## src/rtl/unpk_pkg.sv

```systemverilog
package unpk_pkg;
   typedef enum logic [1:0] {
      FT_MID  = 2'b00,
      FT_TAIL = 2'b01,
      FT_HEAD = 2'b10,
      FT_BAD  = 2'b11
   } flit_kind_e;

   typedef enum logic [1:0] {
      ST_IDLE = 2'd0,
      ST_SRC  = 2'd1,
      ST_BODY = 2'd2,
      ST_HOLD = 2'd3
   } unpk_state_e;
endpackage

```

## src/rtl/unpk_word_shift.sv

```systemverilog
module unpk_word_shift #(
   parameter int FLIT_DATA_W = 16,
   parameter int WORD_W      = 32,
   parameter bit MSB_FIRST   = 1'b1
) (
   input  logic                   clk,
   input  logic                   rst_n,
   input  logic                   shift_en,
   input  logic [FLIT_DATA_W-1:0] din,
   output logic [WORD_W-1:0]      word_o
);
   localparam int REST_W = WORD_W - FLIT_DATA_W;

   logic [WORD_W-1:0] acc_q;

   generate
      if (REST_W == 0) begin : g_single
         always_ff @(posedge clk or negedge rst_n) begin
            if (!rst_n)        acc_q <= '0;
            else if (shift_en) acc_q <= din;
         end
      end else if (MSB_FIRST) begin : g_msb_first
         always_ff @(posedge clk or negedge rst_n) begin
            if (!rst_n)        acc_q <= '0;
            else if (shift_en) acc_q <= {acc_q[REST_W-1:0], din};
         end
      end else begin : g_lsb_first
         always_ff @(posedge clk or negedge rst_n) begin
            if (!rst_n)        acc_q <= '0;
            else if (shift_en) acc_q <= {din, acc_q[WORD_W-1:FLIT_DATA_W]};
         end
      end
   endgenerate

   assign word_o = acc_q;
endmodule

```

## src/rtl/unpk_ctrl.sv

```systemverilog
module unpk_ctrl
   import unpk_pkg::*;
#(
   parameter int FLITS_PER_WORD = 2
) (
   input  logic       clk,
   input  logic       rst_n,
   input  logic       xfer,
   input  flit_kind_e kind,
   input  logic       consume_i,
   output logic       shift_en,
   output logic       src_load,
   output logic       data_ok_o,
   output logic       err_o
);
   localparam int MID_NEED = FLITS_PER_WORD - 1;
   localparam int CNT_W    = $clog2(FLITS_PER_WORD + 1);

   unpk_state_e      state_q, state_d;
   logic [CNT_W-1:0] cnt_q, cnt_d;
   logic             err_d;

   always_comb begin
      state_d  = state_q;
      cnt_d    = cnt_q;
      err_d    = 1'b0;
      shift_en = 1'b0;
      src_load = 1'b0;
      unique case (state_q)
         ST_IDLE: begin
            if (xfer) begin
               if (kind == FT_HEAD) state_d = ST_SRC;
               else                 err_d   = 1'b1;
            end
         end
         ST_SRC: begin
            if (xfer) begin
               if (kind == FT_MID) begin
                  state_d  = ST_BODY;
                  src_load = 1'b1;
                  cnt_d    = '0;
               end else begin
                  err_d   = 1'b1;
                  state_d = ST_IDLE;
               end
            end
         end
         ST_BODY: begin
            if (xfer) begin
               if (kind == FT_MID && cnt_q < CNT_W'(MID_NEED)) begin
                  shift_en = 1'b1;
                  cnt_d    = cnt_q + 1'b1;
               end else if (kind == FT_TAIL && cnt_q == CNT_W'(MID_NEED)) begin
                  shift_en = 1'b1;
                  state_d  = ST_HOLD;
               end else begin
                  err_d   = 1'b1;
                  state_d = ST_IDLE;
               end
            end
         end
         ST_HOLD: begin
            if (consume_i) state_d = ST_IDLE;
         end
         default: state_d = ST_IDLE;
      endcase
   end

   always_ff @(posedge clk or negedge rst_n) begin
      if (!rst_n) begin
         state_q <= ST_IDLE;
         cnt_q   <= '0;
         err_o   <= 1'b0;
      end else begin
         state_q <= state_d;
         cnt_q   <= cnt_d;
         err_o   <= err_d;
      end
   end

   assign data_ok_o = (state_q == ST_HOLD);

   assert_err_needs_flit_R7: assert property (@(posedge clk) disable iff (!rst_n)
      err_o |-> $past(xfer));

   assert_ok_after_tail_R5: assert property (@(posedge clk) disable iff (!rst_n)
      $rose(data_ok_o) |-> $past(xfer && kind == FT_TAIL));

   assert_consume_releases_R6: assert property (@(posedge clk) disable iff (!rst_n)
      data_ok_o && consume_i |=> !data_ok_o);
endmodule

```

## src/rtl/flit_unpacker.sv

```systemverilog
module flit_unpacker
   import unpk_pkg::*;
#(
   parameter int FLIT_DATA_W = 16,
   parameter int WORD_W      = 32,
   parameter int NUM_SRC     = 4,
   parameter bit MSB_FIRST   = 1'b1,
   localparam int FLIT_W     = FLIT_DATA_W + 2,
   localparam int SRC_W      = $clog2(NUM_SRC)
) (
   input  logic              clk,
   input  logic              rst_n,
   input  logic              flit_val_i,
   input  logic [FLIT_W-1:0] flit_i,
   output logic              flit_ack_o,
   output logic [WORD_W-1:0] word_o,
   output logic [SRC_W-1:0]  src_o,
   output logic              data_ok_o,
   input  logic              consume_i,
   output logic              err_o
);
   localparam int FLITS_PER_WORD = WORD_W / FLIT_DATA_W;

   initial begin
      if (WORD_W % FLIT_DATA_W != 0)
         $fatal(1, "WORD_W must be a multiple of FLIT_DATA_W");
      if (NUM_SRC < 2)
         $fatal(1, "NUM_SRC must be at least 2");
      if (SRC_W > FLIT_DATA_W)
         $fatal(1, "source index wider than a flit");
   end

   flit_kind_e             kind;
   logic [FLIT_DATA_W-1:0] fdata;
   logic                   xfer, shift_en, src_load;
   logic [SRC_W-1:0]       src_q;

   assign kind  = flit_kind_e'(flit_i[FLIT_W-1 -: 2]);
   assign fdata = flit_i[FLIT_DATA_W-1:0];
   assign flit_ack_o = ~data_ok_o;
   assign xfer  = flit_val_i & flit_ack_o;

   unpk_ctrl #(.FLITS_PER_WORD(FLITS_PER_WORD)) u_ctrl (
      .clk       (clk),
      .rst_n     (rst_n),
      .xfer      (xfer),
      .kind      (kind),
      .consume_i (consume_i),
      .shift_en  (shift_en),
      .src_load  (src_load),
      .data_ok_o (data_ok_o),
      .err_o     (err_o)
   );

   unpk_word_shift #(
      .FLIT_DATA_W (FLIT_DATA_W),
      .WORD_W      (WORD_W),
      .MSB_FIRST   (MSB_FIRST)
   ) u_shift (
      .clk      (clk),
      .rst_n    (rst_n),
      .shift_en (shift_en),
      .din      (fdata),
      .word_o   (word_o)
   );

   always_ff @(posedge clk or negedge rst_n) begin
      if (!rst_n)        src_q <= '0;
      else if (src_load) src_q <= fdata[SRC_W-1:0];
   end
   assign src_o = src_q;

   assert_word_held_R5: assert property (@(posedge clk) disable iff (!rst_n)
      data_ok_o && !consume_i |=> data_ok_o && $stable(word_o) && $stable(src_o));

   assert_no_ok_with_err_R7: assert property (@(posedge clk) disable iff (!rst_n)
      err_o |-> !data_ok_o);
endmodule

```

## config.mk

```make
export PLATFORM = sky130hd
export DESIGN_NAME = flit_unpacker
export DESIGN_NICKNAME = d
export VERILOG_FILES = /design/src/rtl/unpk_pkg.sv /design/src/rtl/unpk_word_shift.sv /design/src/rtl/unpk_ctrl.sv /design/src/rtl/flit_unpacker.sv
export SDC_FILE = /design/constraint.sdc
export NUM_CORES = 1
export LEC_CHECK = 0
export BUFFER_PORTS_ARGS = -buffer_cell sky130_fd_sc_hd__buf_2
export CAP_MARGIN = 0
export CELL_PAD_IN_SITES_DETAIL_PLACEMENT = 1
export CELL_PAD_IN_SITES_GLOBAL_PLACEMENT = 1
export CORE_ASPECT_RATIO = 0.5
export CORE_MARGIN = 10
export CORE_UTILIZATION = 45
export CTS_BUF_LIST = sky130_fd_sc_hd__clkbuf_8
export DETAILED_ROUTE_END_ITERATION = 16
export GPL_ROUTABILITY_DRIVEN = 1
export GPL_TIMING_DRIVEN = 0
export MAX_ROUTING_LAYER = met4
export PLACE_DENSITY_LB_ADDON = 0.1
export SYNTH_ARGS = -nofsm -noshare
export SYNTH_HDL_FRONTEND = slang
export SYNTH_SLANG_ARGS = --single-unit
```

## constraint.sdc

```tcl
create_clock -name clk -period 6.2 [get_ports clk]
set_clock_uncertainty 0.15 [all_clocks]
set_input_delay 1.24 -clock clk [delete_from_list [all_inputs] [get_ports clk]]
set_output_delay 1.24 -clock clk [all_outputs]
set_load 0.01 [all_outputs]
```

==> results.toml <==
[timing]
rsz0062_at_grt = "no"
hold_viol_final = 0
layout_worst_path_cycle_share_pct = 41.28
setup_ws_ns = 3.641
slew_headroom_pct = 42.77
tightest_slew_ns = 0.8585
fmax_ghz = 0.3907
period_needed_ns = 2.559
fin_setup_tns_ns = 0
drv_slew = 0
setup_viol = 0

[die]
dieWidth_um = 110.7
io-pin-count = 59
core_um2 = 3924
die-area_um2 = 7237
die_h_um = 65.36
initial_core_util_pct = 47.19
rows = 16

[clock_network]
ctsRootBufferMaster = "clkbuf_8"
h-tree-depth = 2
postCtsSetupBuffers = 0
clock_path_buffers = 2
cts.sinks = 39
cts_hold_buf = 0
numCtsBuffers = 5
cts_tree = "done"
post_cts_resize_count = 0
worstSkewPairLatency_ns = 0.29
cts.reportedPaths.clkPinSlew_ns = 0.08

[setup_path]
cp.required_ns = 6.23
crit_chain = "buf_2, nor2b_1, nand2_1, nor2_8, buf_8, mux2_4"
crit_arrival_ns = 2.58
worstPathMaxFanout = 10
critPathKind = "input pin to flip-flop"
slowest_delay_ns = 0.36
cp-end-kind = "flip-flop"
slowest_stage = "nor2b_1"
crit_path_start_kind = "input pin"

[drt]
drt-pass1-iter-count = 4
avgViaCountPerCell = 4.921
drt_iter0_markers = 22
dr_total_vias = 1181
drt_wl_total_um = 4127
route.detailed.drc = 0
final_antenna_net_count = 0
routedWlPerCell_um = 17.20

[power_and_ir_drop]
leakagePower_nw = 1.245
vdd_drop_max_uv = 208.7
p_per_area_nw_per_um2 = 409.9

[synthesis]
yosysWarnings = 0
yosysTopAreaCell = "dfrtp_1"
yosysTopAreaCellShare_pct = 52.70
async_reset_ff_share_pct = 100.0
ys_types = 28
syn_inst = 121
synth_edf_count = 0
ys_seq_area_share_pct = 52.70
synth_area_um2 = 1852
synth_flop_cell = "dfrtp_1"
ys_ff_latch = 39
synth_fp_nets = 150
synth_common_cells = "dfrtp_1 (39), mux2_4 (30), ha_1 (7), inv_1 (5)"
synth_most_common_cell = "dfrtp_1"
synthTopCellsByArea = "dfrtp_1 (53%), mux2_4 (24%), ha_1 (4.7%), buf_8 (2.4%), mux2_2 (2.4%)"
syn_area_per_cell_um2 = 15.30

[cells_and_area]
antenna_cells = 0
finalNetCount = 214
drive_above_1_share_pct = 55.91
area_growth_pct = 23.65

[worst_hold_path]
hold_path.class = "flip-flop to flip-flop"

[place]
dp_slack_ns = 3.359
port_buffers = 57
gp_congestion = 0.7734
hpwlAfterDp_um = 3104

[global_route]
grt_max_degree = 40
overflow = 0
grt_pass1_wl_um = 6686
antenna_found_initial = 0
grt_usage_pct = 11.68
grt_pass1_vias = 1306

[outcome]
status = "finished, final reports clean"

[job]
drv_cap = 0
[flip-flops by register name, indices dropped and copies added, names as in the netlist]
register	count
u_ctrl.cnt_q	2
u_ctrl.state_q	2
src_o	2
u_shift.word_o	32
u_ctrl.err_o	1
[report_power, final]
group	total [mW]	switching [mW]	internal, mW
combinational	0.369	0.171	0.199
sequential	0.402	0.0625	0.340
clock	0.167	0.0898	0.0770
total	0.939	0.323	0.615
[cells in the final DEF, fill, tap and decap left out, drive strengths merged, types with 2 or more instances in the layout]
| cell | instances |
|---|---|
| buf | 61 |
| dfrtp | 39 |
| mux2 | 34 |
| ha | 7 |
| inv | 6 |
| clkbuf | 5 |
| nor2 | 5 |
| nand2 | 3 |
| a21oi | 3 |
| nor4b | 2 |
| nand3 | 2 |
| nand2b | 2 |
| a211o | 2 |
[kinds of logic (layout without fill, tap and decap cells)]
family	Yosys count	after routing	share of synthesized area, %
mux	35	35	27.30
fa+ha+maj	7	7	4.730
buf+inv	9	74	4.054
flops	39	39	52.70
compound gates	10	10	3.851
simple gates	21	21	7.365
[per-layer routing]
layer  GRT usage, %  wire length, µm  vias up
li1               -                -      552
met1          12.37             1807      597
met5              -                0        -
met3          3.442              159        4
met4          3.871               37        0
met2          20.91             2122       28
[worst paths after layout]
check	from	end	slack (ns)	cells after the start
max	flit_val_i	u_shift.word_o[3]$_DFFE_PN0P_	3.64	6
min	src_o[1]$_DFFE_PN0P_	src_o[1]$_DFFE_PN0P_	0.35	1
max reg2reg	u_ctrl.state_q[1]$_DFFE_PN0P_	u_shift.word_o[3]$_DFFE_PN0P_	3.96	6
min reg2reg	src_o[1]$_DFFE_PN0P_	src_o[1]$_DFFE_PN0P_	0.35	1
max in group asynchronous	rst_n	u_shift.word_o[6]$_DFFE_PN0P_	4.45	1
min in group asynchronous	rst_n	u_ctrl.state_q[0]$_DFFE_PN0P_	0.90	1
[critical path, delay by kind of cell]
kind / cells / cell delay (ns)
multiplexers: 1 / 0.31
buffers and inverters: 2 / 0.26
AND/OR/NAND/NOR: 3 / 0.77
[cell type report]
type	instances	area (µm²)
Tap cell	54	67.56
Clock inverter	3	16.27
Clock buffer	5	68.82
Inverter	5	18.77
Sequential cell	39	975.9
Fill cell	431	1634
Multi-Input combinational cell	73	800.8
Timing Repair Buffer	57	285.3
Buffer	4	56.30
[metrics by stage]
stage	cell area, µm²	std cells	util, %	hold slack (ns)	power, mW
after floorplan	1852	121	-	0.3158	0.6376
after global placement	2205	232	56.19	0.3337	0.7685
after detailed placement	2205	232	56.19	0.3409	0.7820
after CTS	2290	240	58.35	0.3591	0.9558
after global routing	2290	240	58.35	0.3674	1.008
final	2290	240	58.35	0.3537	0.9386
Note: power is estimated with default switching activity, not from simulation.
